[config.mk]
export PLATFORM = sky130hd
export DESIGN_NAME = adc_pwr_seq
export DESIGN_NICKNAME = d
export VERILOG_FILES = /design/src/rtl/adc_pwr_seq_pkg.sv /design/src/rtl/adc_pwr_seq_sync.sv /design/src/rtl/adc_pwr_seq_datapath.sv /design/src/rtl/adc_pwr_seq_ctrl.sv /design/src/rtl/adc_pwr_seq.sv
export SDC_FILE = /design/constraint.sdc
export NUM_CORES = 1
export LEC_CHECK = 0
export BUFFER_PORTS_ARGS = -buffer_cell sky130_fd_sc_hd__buf_2
export CAP_MARGIN = 20
export CORE_MARGIN = 4
export CORE_UTILIZATION = 45
export DETAILED_ROUTE_END_ITERATION = 8
export GPL_ROUTABILITY_DRIVEN = 0
export MAX_ROUTING_LAYER = met4
export PLACE_DENSITY = 0.7
export SETUP_SLACK_MARGIN = 0.02
export SKIP_LAST_GASP = 1
export SLEW_MARGIN = 15
export SYNTH_ARGS = -nofsm -noshare
export SYNTH_HDL_FRONTEND = slang
export SYNTH_SLANG_ARGS = --single-unit
[constraint.sdc]
create_clock -name clk -period 2.95 [get_ports clk]
set_input_delay 0.4425 -clock clk [delete_from_list [all_inputs] [get_ports clk]]
set_output_delay 0.4425 -clock clk [all_outputs]
set_load 0.005 [all_outputs]
[src/rtl/adc_pwr_seq_pkg.sv]
package adc_pwr_seq_pkg;

  // Control word layout (MSB shifted first)
  localparam int WORD_BITS = 15;
  localparam int WRITE_POS = 14;
  localparam int PM_HI     = 9;
  localparam int PM_LO     = 8;
  localparam int REF_POS   = 1;

  typedef enum logic [1:0] {
    PM_NORMAL   = 2'b00,
    PM_STANDBY  = 2'b01,
    PM_SHUTDOWN = 2'b10,
    PM_FULLOFF  = 2'b11
  } pmMode_e;

  typedef enum logic [1:0] {
    ST_ACTIVE,
    ST_LOWPWR,
    ST_POWERUP,
    ST_FULLOFF
  } pwrState_e;

  // datapath -> control
  typedef struct packed {
    logic       frameStart;
    logic       csRise;
    logic       wordDone;
    logic       wordWrite;
    logic [1:0] wordPm;
    logic       timerDone;
  } dpStatus_t;

  // control -> datapath
  typedef struct packed {
    logic loadTimer;
    logic longDelay;
  } ctlStrobe_t;

endpackage

[src/rtl/adc_pwr_seq_sync.sv]
module adc_pwr_seq_sync #(
  parameter int WIDTH = 3,
  parameter int STAGES = 2,
  parameter logic [WIDTH-1:0] RESET_VAL = '0
) (
  input  logic             clk,
  input  logic             rstN,
  input  logic [WIDTH-1:0] asyncIn,
  output logic [WIDTH-1:0] syncOut
);

  logic [WIDTH-1:0] stage [STAGES];

  genvar g;
  generate
    for (g = 0; g < STAGES; g++) begin : gStage
      if (g == 0) begin : gFirst
        always_ff @(posedge clk or negedge rstN) begin
          if (!rstN) stage[0] <= RESET_VAL;
          else       stage[0] <= asyncIn;
        end
      end else begin : gNext
        always_ff @(posedge clk or negedge rstN) begin
          if (!rstN) stage[g] <= RESET_VAL;
          else       stage[g] <= stage[g-1];
        end
      end
    end
  endgenerate

  assign syncOut = stage[STAGES-1];

endmodule

[src/rtl/adc_pwr_seq_datapath.sv]
module adc_pwr_seq_datapath
  import adc_pwr_seq_pkg::*;
#(
  parameter int SHUTDOWN_CYCLES = 100000,
  parameter int STANDBY_CYCLES = 140,
  parameter int SYNC_STAGES = 2
) (
  input  logic       clk,
  input  logic       rstN,
  input  logic       csN,
  input  logic       sclk,
  input  logic       din,
  input  ctlStrobe_t cmd,
  output dpStatus_t  stat,
  output logic [1:0] pmReg,
  output logic       refEnReg
);

  localparam int CNT_W  = $clog2(WORD_BITS + 2);
  localparam int MAX_D  = (SHUTDOWN_CYCLES > STANDBY_CYCLES) ? SHUTDOWN_CYCLES : STANDBY_CYCLES;
  localparam int TIMER_W = $clog2(MAX_D + 1);
  localparam int SHIFT_W = WORD_BITS - 1;

  logic [2:0] syncOut;
  logic csS, sclkS, dinS;
  logic csPrev, sclkPrev;
  logic frameStart, csRise, sclkRise, wordDone;
  logic [CNT_W-1:0] bitCnt;
  logic [SHIFT_W-1:0] shiftReg;
  logic [TIMER_W-1:0] timer;
  logic wordWrite, wordRef;
  logic [1:0] wordPm;

  adc_pwr_seq_sync #(
    .WIDTH(3),
    .STAGES(SYNC_STAGES),
    .RESET_VAL(3'b100)
  ) i_sync (
    .clk(clk),
    .rstN(rstN),
    .asyncIn({csN, sclk, din}),
    .syncOut(syncOut)
  );

  assign {csS, sclkS, dinS} = syncOut;

  always_ff @(posedge clk or negedge rstN) begin
    if (!rstN) begin
      csPrev   <= 1'b1;
      sclkPrev <= 1'b0;
    end else begin
      csPrev   <= csS;
      sclkPrev <= sclkS;
    end
  end

  assign frameStart = csPrev & ~csS;
  assign csRise     = ~csPrev & csS;
  assign sclkRise   = ~sclkPrev & sclkS & ~csS;
  assign wordDone   = sclkRise && (bitCnt == CNT_W'(WORD_BITS - 1));

  // Word bit k sits in shiftReg[k-1] on the last edge; bit 0 is dinS.
  assign wordWrite = shiftReg[WRITE_POS-1];
  assign wordPm    = {shiftReg[PM_HI-1], shiftReg[PM_LO-1]};
  assign wordRef   = shiftReg[REF_POS-1];

  always_ff @(posedge clk or negedge rstN) begin
    if (!rstN) begin
      bitCnt <= '0;
    end else if (frameStart) begin
      bitCnt <= '0;
    end else if (sclkRise && bitCnt != CNT_W'(WORD_BITS + 1)) begin
      bitCnt <= bitCnt + 1'b1;
    end
  end

  always_ff @(posedge clk or negedge rstN) begin
    if (!rstN) begin
      shiftReg <= '0;
    end else if (sclkRise && bitCnt < CNT_W'(WORD_BITS - 1)) begin
      shiftReg <= {shiftReg[SHIFT_W-2:0], dinS};
    end
  end

  always_ff @(posedge clk or negedge rstN) begin
    if (!rstN) begin
      pmReg    <= PM_NORMAL;
      refEnReg <= 1'b1;
    end else if (wordDone && wordWrite) begin
      pmReg    <= wordPm;
      refEnReg <= wordRef;
    end
  end

  always_ff @(posedge clk or negedge rstN) begin
    if (!rstN) begin
      timer <= '0;
    end else if (cmd.loadTimer) begin
      timer <= cmd.longDelay ? TIMER_W'(SHUTDOWN_CYCLES - 1) : TIMER_W'(STANDBY_CYCLES - 1);
    end else if (timer != '0) begin
      timer <= timer - 1'b1;
    end
  end

  always_comb begin
    stat.frameStart = frameStart;
    stat.csRise     = csRise;
    stat.wordDone   = wordDone;
    stat.wordWrite  = wordWrite;
    stat.wordPm     = wordPm;
    stat.timerDone  = (timer == '0);
  end

endmodule

[src/rtl/adc_pwr_seq_ctrl.sv]
module adc_pwr_seq_ctrl
  import adc_pwr_seq_pkg::*;
(
  input  logic       clk,
  input  logic       rstN,
  input  dpStatus_t  stat,
  input  logic [1:0] pmReg,
  input  logic       refEnReg,
  output ctlStrobe_t cmd,
  output logic       corePowerDown,
  output logic       refPowerDown,
  output logic       trackMode,
  output logic       ready,
  output logic       convInvalid
);

  pwrState_e state, nextState;
  logic lowShut, nextLowShut;
  pmMode_e newPm;

  assign newPm = pmMode_e'(stat.wordWrite ? stat.wordPm : pmReg);

  always_comb begin
    nextState     = state;
    nextLowShut   = lowShut;
    cmd.loadTimer = 1'b0;
    cmd.longDelay = 1'b0;
    case (state)
      ST_ACTIVE: begin
        if (stat.wordDone) begin
          case (newPm)
            PM_SHUTDOWN: begin nextState = ST_LOWPWR; nextLowShut = 1'b1; end
            PM_STANDBY:  begin nextState = ST_LOWPWR; nextLowShut = 1'b0; end
            PM_FULLOFF:  nextState = ST_FULLOFF;
            default:     nextState = ST_ACTIVE;
          endcase
        end
      end
      ST_LOWPWR: begin
        if (stat.csRise) begin
          nextState     = ST_POWERUP;
          cmd.loadTimer = 1'b1;
          cmd.longDelay = lowShut;
        end
      end
      ST_POWERUP: begin
        if (stat.timerDone) nextState = ST_ACTIVE;
      end
      ST_FULLOFF: begin
        if (stat.wordDone && stat.wordWrite) begin
          case (newPm)
            PM_NORMAL: begin
              nextState     = ST_POWERUP;
              cmd.loadTimer = 1'b1;
              cmd.longDelay = 1'b1;
            end
            PM_SHUTDOWN: begin nextState = ST_LOWPWR; nextLowShut = 1'b1; end
            PM_STANDBY:  begin nextState = ST_LOWPWR; nextLowShut = 1'b0; end
            default:     nextState = ST_FULLOFF;
          endcase
        end
      end
      default: nextState = ST_ACTIVE;
    endcase
  end

  always_ff @(posedge clk or negedge rstN) begin
    if (!rstN) begin
      state   <= ST_ACTIVE;
      lowShut <= 1'b0;
    end else begin
      state   <= nextState;
      lowShut <= nextLowShut;
    end
  end

  always_ff @(posedge clk or negedge rstN) begin
    if (!rstN) convInvalid <= 1'b0;
    else if (stat.frameStart) convInvalid <= (state != ST_ACTIVE);
  end

  assign ready         = (state == ST_ACTIVE);
  assign trackMode     = (state == ST_ACTIVE) || (state == ST_POWERUP);
  assign corePowerDown = (state == ST_LOWPWR) || (state == ST_FULLOFF);
  assign refPowerDown  = (state == ST_FULLOFF) || ((state == ST_LOWPWR) && lowShut) || !refEnReg;

endmodule

[src/rtl/adc_pwr_seq.sv]
module adc_pwr_seq
  import adc_pwr_seq_pkg::*;
#(
  parameter int SHUTDOWN_CYCLES = 100000,
  parameter int STANDBY_CYCLES = 140,
  parameter int SYNC_STAGES = 2
) (
  input  logic       clk,
  input  logic       rstN,
  input  logic       csN,
  input  logic       sclk,
  input  logic       din,
  output logic       corePowerDown,
  output logic       refPowerDown,
  output logic       trackMode,
  output logic       ready,
  output logic       convInvalid,
  output logic [1:0] pmMode,
  output logic       refEnable
);

  dpStatus_t  stat;
  ctlStrobe_t cmd;

  adc_pwr_seq_datapath #(
    .SHUTDOWN_CYCLES(SHUTDOWN_CYCLES),
    .STANDBY_CYCLES(STANDBY_CYCLES),
    .SYNC_STAGES(SYNC_STAGES)
  ) i_datapath (
    .clk(clk),
    .rstN(rstN),
    .csN(csN),
    .sclk(sclk),
    .din(din),
    .cmd(cmd),
    .stat(stat),
    .pmReg(pmMode),
    .refEnReg(refEnable)
  );

  adc_pwr_seq_ctrl i_ctrl (
    .clk(clk),
    .rstN(rstN),
    .stat(stat),
    .pmReg(pmMode),
    .refEnReg(refEnable),
    .cmd(cmd),
    .corePowerDown(corePowerDown),
    .refPowerDown(refPowerDown),
    .trackMode(trackMode),
    .ready(ready),
    .convInvalid(convInvalid)
  );

endmodule

==> out/metrics.yaml, run 1 <==
status:
  status: "completed"
floorplan:
  die_area_um2: 6677
  dieWidth_um: 81.71
  rows: 26
  ios: 13
  die_h_um: 81.71
  core_um2: 5172
  start_util: 0.4727
clock_network:
  cts_buffers: 5
  cts-root-buf: "clkbuf_8"
  clk_pin_slew_worst_paths_ns: 0.10
  htree_levels: 2
  cts.sink_count: 51
  cts_tree: "yes"
  clk_path_buf_depth: 2
  cts_setup_buffers: 0
  hold_buffers: 0
  clk_latency_ns: 0.31
  cts_resized: 0
synthesis:
  synth.distinct_cells: 46
  synth_xor_xnor_area_share: 0.05015
  syn_inst: 217
  synth_area_um2: 2445
  yosysWarnings: 0
  yosysSeqAreaShare: 0.5241
  synth_fa_ha_area_frac: 0.04606
  synth_edf_count: 0
  ys_ff_latch: 51
  synth_top_family_by_area: "simple AND/OR/NAND/NOR gates"
  synth-compound-area-share: 0.07728
  avgSynthCellArea_um2: 11.27
  synth-simple-area-share: 0.1842
  synthFlopType: "dfrtp_1"
  synthesis.nets: 231
  synth_mux_area_frac: 0.09058
  synthArstFlopShare: 1.000
finish:
  drive_gt1_frac: 0.2361
  finalNonFillerCells: 303
  area_delta_synth_final_pct: 9.468
  final_util: 0.5174
  nNetsFinal: 246
  antenna_cells: 0
drt:
  viasPerCell: 5.284
  drcViolationCount: 0
  dr_total_vias: 1601
  antenna_left: 0
  first_pass_iters: 4
  avgRoutedWirePerCell_um: 13.80
  drt_iter0_drc: 116
  routed_wl_um: 4180
global_routing:
  antenna_found_initial: 0
  grt_pass1_wl_um: 7327
  first_global_vias: 1524
  grt_max_degree: 51
  grt_usage: 0.1485
  grt-ovfl-total: 0
run:
  max_cap_viol_count: 0
timing:
  fin_crit_sh: 0.8209
  max_slew_margin: 0.5927
  finalHoldViolCount: 0
  rsz0062_at_grt: "no"
  max_freq_mhz: 413.0
  finalMaxSlewViolations: 0
  fin_crit_ns: 2.422
  worst_pin_slew_ns: 0.6109
  worst_hold_slack_ns: 0.1221
  setup_violations: 0
  fin_skew_ns: 0.008747
  tns_ns: 0
power:
  combPwrFrac: 0.074
  p_int_w: 0.0009942
  ir_worst_vdd_uv: 380.9
  switching_power_w: 0.0003332
  clockPowerShare: 0.323
  p_sw_frac: 0.2510
  p_leak_nw: 1.275
  powerDensity_nw_per_um2: 496.0
  seq_power_share: 0.604
placed_design:
  placed_cells: 295
  io_buffers: 12
  hpwl_um: 2992
critical_path:
  startpoint: "i_datapath.shiftReg[13]$_DFFE_PN0P_"
  required_ns: 3.14
  critPathArrivalTime_ns: 2.61
  crit_type: "flop to flop"
  r2r_start: "i_datapath.shiftReg[13]$_DFFE_PN0P_"
  endpoint_kind: "flop"
  start_kind: "flop"
  crit_fanout: 9
min_path:
  min_path_type: "input pin to asynchronous set/reset pin"
-- metrics by stage --
step	total power, W	setup slack (ns)	area [um^2]
finish	0.001327	0.5284	2676
global route	0.001395	0.3464	2676
CTS	0.001343	0.5001	2674
detailed placement	0.0009153	0.5540	2577
global placement	0.0009082	0.6432	2577
floorplan	0.0008738	0.7899	2445
-- path summary, 6_finish.rpt --
check                      slack [ns]                                     end  cells after the start
max in group asynchronous        2.24         i_datapath.refEnReg$_DFFE_PN1P_                      2
min reg2reg                      0.37  i_datapath.i_sync.syncOut[2]$_DFF_PN1_                      0
max reg2reg                      0.53         i_datapath.timer[9]$_DFFE_PN0P_                      7
min in group clk                 0.21    i_datapath.i_sync.stage[5]$_DFF_PN1_                      1
max                              0.53         i_datapath.timer[9]$_DFFE_PN0P_                      7
min                              0.12      i_datapath.shiftReg[3]$_DFFE_PN0P_                      1
-- flip-flops by register name, summed over array words and instances (netlist names) --
name and cells:
i_datapath.refEnReg 1, i_datapath.csPrev 1, i_datapath.sclkPrev 1, i_datapath.timer 17, i_datapath.i_sync.stage 3, i_ctrl.convInvalid 1
i_datapath.shiftReg 14, i_datapath.i_sync.syncOut 3, i_datapath.pmReg 2, i_ctrl.lowShut 1, i_datapath.bitCnt 5, i_ctrl.state 2
-- worst max-delay path, cell delays in order (launching register included) --
cell and delay (ns):
dfrtp_1 0.51, mux2i_1 0.38, ha_1 0.24, nand4_1 0.15, nor4_4 0.36, or2_2 0.27, mux2i_1 0.33, a31oi_1 0.07
-- metal layers --
metal / global-route usage / share of wire / vias up / routed length (um)
met1: 0.2025 / 0.48 / 770 / 2020
met2: 0.2134 / 0.46 / 23 / 1902
met3: 0.03618 / 0.039 / 9 / 164
met5: - / 0 / - / 0
li1: - / - / 799 / -
met4: 0.05980 / 0.022 / 0 / 93
-- Yosys cell counts, types with 3 or more instances --
master    count  area [um^2]
xnor2_1       4        35.03
nor4_1        3        18.77
nand4_1       8        50.05
mux2_2       17        191.4
a21oi_1      11        55.05
clkbuf_1      3        11.26
dfstp_2       4        105.1
nor3_1        4        20.02
xor2_1       10        87.58
mux2i_1       3        30.03
a31oi_1       4        25.02
nor2_1       27        101.4
nand2_1       9        33.78
inv_1         8        30.03
nand3_1       3        15.01
o21ai_0       5        25.02
o31ai_1       3        22.52
o211ai_1      3        22.52
ha_1          9        112.6
dfrtp_1      47         1176
buf_2         3        15.01
-- cell usage in the layout, fill, tap and decap left out, drive strengths merged, types with 3 or more instances in the layout --
cell | synthesis | final
dfrtp | 47 | 47
nor2 | 27 | 27
mux2 | 17 | 17
buf | 4 | 15
a21oi | 11 | 11
xor2 | 10 | 10
inv | 8 | 10
nand2 | 9 | 9
ha | 9 | 9
nand4 | 8 | 8
o21ai | 6 | 6
clkbuf | 3 | 5
nor4 | 5 | 5
nor3 | 4 | 4
a31oi | 4 | 4
xnor2 | 4 | 4
dfstp | 4 | 4
mux2i | 3 | 3
nand3 | 3 | 3
o31ai | 3 | 3
o211ai | 3 | 3
or4 | 3 | 3
-- power by group through the flow --
stage	registers [W]	logic (W)	clock network (W)
6_report	0.000801	0.0000978	0.000428
5_1_grt	0.000810	0.000114	0.000472
4_1_cts	0.000802	0.000100	0.000441
3_5_place_dp	0.000816	0.0000992	0
3_3_place_gp	0.000812	0.0000965	0
2_1_floorplan	0.000802	0.0000716	0
-- final cells by class --
type / instances / area (um^2)
inverter: 8 / 30.03
multi-input combinational: 151 / 1096
clock inverter: 3 / 27.53
tap: 70 / 87.58
fill: 456 / 2496
clock buffer: 5 / 68.82
sequential: 51 / 1281
timing repair buffer: 15 / 85.08
-- logic make-up after synthesis --
logic type,count (synthesis)
AO/OA/AOI/OAI,31
XOR/XNOR,14
adder cells (fa/ha/maj),9
buffers and inverters,15
flip-flops,51
multiplexers,20
AND/OR/NAND/NOR,77
Note: power is estimated with default switching activity, not from simulation.
==> inputs of run 2 (changes only) <==
PLACE_DENSITY = 0.72   (was 0.7)
clock period = 2.2 ns   (was 2.95 ns; I/O delays follow)
==> out/metrics.yaml, run 2 (synthesized netlist as in run 1, its figures left out) <==
status:
  status: "completed"  # unchanged
global_routing:
  grt_max_degree: 28  # was 51
  grt_usage: 0.1535  # was 0.1485
  grt-ovfl-total: 0  # unchanged
  first_global_vias: 1604  # was 1,524
  grt_use_met3: 0.03399  # was 0.03618
  antenna_found_initial: 0  # unchanged
  grt_use_met2: 0.2296  # was 0.2134
  busiest_layer: "met2"  # unchanged
  grt_pass1_wl_um: 7583  # was 7327 um
  gr-usage-met1: 0.2072  # was 0.2025
clock_network:
  cts_buffers: 5  # unchanged
  clk_path_buf_depth: 2  # unchanged
  cts-root-buf: "clkbuf_8"  # unchanged
  clk_pin_slew_worst_paths_ns: 0.10  # about the same
  htree_levels: 2  # unchanged
  hold_buffers: 0  # unchanged
  cts_setup_buffers: 0  # unchanged
  cts_tree: "yes"  # unchanged
  clk_latency_ns: 0.31  # about the same
  cts.sink_count: 51  # unchanged
finish:
  final_common_cell: "dfrtp_1"  # unchanged
  drive_gt1_frac: 0.2787  # was 0.2361
  antenna_cells: 0  # unchanged
  top_regs: "i_datapath.timer: 17 flops, i_datapath.shiftReg: 14 flops, i_datapath.bitCnt: 5 flops"  # unchanged
  finalInstanceArea_um2: 2780  # was 2676 um^2
  final_cell_mix: "dfrtp_1, nor2_1, mux2_2, buf_4, buf_2"  # was dfrtp_1, nor2_1, mux2_2, a21oi_1, buf_2
  final_util: 0.5375  # was 0.5174
  largest_reg_flops: 17  # unchanged
  area_delta_synth_final_pct: 13.72  # was 9.468%
  top_register: "i_datapath.timer"  # unchanged
  nNetsFinal: 257  # was 246
timing:
  setup_ws_ns: 0.1743  # was 0.5284 ns
  finalMaxSlewViolations: 0  # unchanged
  fin_crit_ns: 2.026  # was 2.422 ns
  finalHoldViolCount: 0  # unchanged
  tns_ns: 0  # unchanged
  max_slew_margin: 0.5914  # was 0.5927
  fin_skew_ns: 0.004921  # was 0.008747 ns
  max_freq_mhz: 493.7  # was 413.0 MHz
  setup_violations: 0  # unchanged
  fin_crit_sh: 0.9208  # was 0.8209
  rsz0062_at_grt: "no"  # unchanged
  worst_pin_slew_ns: 0.6130  # was 0.6109 ns
floorplan:
  ios: 13  # unchanged
  dieWidth_um: 81.71  # unchanged
  die_area_um2: 6677  # unchanged
  rows: 26  # unchanged
  core_um2: 5172  # unchanged
  die_h_um: 81.71  # unchanged
  start_util: 0.4727  # unchanged
drt:
  drt_iter0_drc: 96  # was 116
  drcViolationCount: 0  # unchanged
  avgRoutedWirePerCell_um: 13.75  # was 13.80 um
  first_pass_iters: 4  # unchanged
  dr_total_vias: 1664  # was 1,601
  routed_wl_um: 4319  # was 4180 um
  viasPerCell: 5.299  # was 5.284
  antenna_left: 0  # unchanged
run:
  max_cap_viol_count: 0  # unchanged
critical_path:
  path_delay_family: "simple AND/OR/NAND/NOR gates"  # unchanged
  reg2reg_slack_ns: 0.17  # was 0.53 ns
  start_kind: "flop"  # unchanged
  crit_buf_inv: 0  # unchanged
  crit_type: "flop to flop"  # unchanged
  crit_fanout: 4  # was 9
  required_ns: 2.39  # was 3.14 ns
  cpMaxStageDelayCell: "dfrtp_1"  # unchanged
  endpoint_kind: "flop"  # unchanged
  max_stage_delay_ns: 0.44  # was 0.51 ns
  crit_chain: "mux2i_2 -> ha_1 -> nand4_1 -> nor4_4 -> or2_2 -> mux2i_1 -> a31oi_1"  # was mux2i_1 -> ha_1 -> nand4_1 -> nor4_4 -> or2_2 -> mux2i_1 -> a31oi_1
  critPathArrivalTime_ns: 2.21  # was 2.61 ns
power:
  ir_worst_vdd_uv: 511.5  # was 380.9 uV
  powerDensity_nw_per_um2: 642.4  # was 496.0 nW/um^2
  total_power_w: 0.001786  # was 0.001327 W
  p_leak_nw: 1.340  # was 1.275 nW
min_path:
  min_path_type: "input pin to asynchronous set/reset pin"  # unchanged
placed_design:
  dpl-instance-area_um2: 2673  # was 2577 um^2
  place_worst_setup_slack_ns: 0.1694  # was 0.5540 ns
  io_buffers: 12  # unchanged
  hpwl_um: 3240  # was 2992 um
-- run 2: metrics by stage --
stage	hold WS [ns]	std cells
finish	0.01775	314
floorplan	0.03441	217
global placement	0.3339	306
detailed placement	0.3395	306
CTS	0.03463	314
global route	0.05268	314
-- run 2: where the power goes --
part / leakage, nW / total [W] / switching, W / internal, W
registers: 0.672 / 0.00107 / 0.0000504 / 0.00102
logic: 0.618 / 0.000136 / 0.0000595 / 0.0000769
clock network: 0.0502 / 0.000576 / 0.000340 / 0.000236
total: 1.34 / 0.00179 / 0.000450 / 0.00134
-- run 2: repair_timing --
action	in CTS	in global routing
setup endpoints to repair	0	2
gates resized for setup	0	2
endpoints found under the hold margin	0	0
-- run 2: area by class of cell --
class	instances	area, um^2
timing repair buffer	26	177.7
inverter	8	30.03
clock inverter	3	28.78
clock buffer	5	68.82
multi-input combinational	151	1106
sequential	51	1281
tap	70	87.58
fill	440	2392
-- run 2: worst paths after layout --
kind	from	end	cells after the start
worst max-delay path	i_datapath.shiftReg[13]$_DFFE_PN0P_	i_datapath.timer[9]$_DFFE_PN0P_	7
worst min-delay path	rstN	i_datapath.i_sync.stage[3]$_DFF_PN0_	1
worst max register to register	i_datapath.shiftReg[13]$_DFFE_PN0P_	i_datapath.timer[9]$_DFFE_PN0P_	7
worst min register to register	i_datapath.i_sync.stage[4]$_DFF_PN0_	i_datapath.i_sync.syncOut[1]$_DFF_PN0_	0
max in group asynchronous	rstN	i_datapath.csPrev$_DFF_PN1_	2
min in group clk	csN	i_datapath.i_sync.stage[5]$_DFF_PN1_	1
-- run 2: layer usage --
layer  vias up  routed length (um)
met4         0                  65
met1       823                2085
met5         -                   0
li1        814                   -
met2        21                2044
met3         6                 123
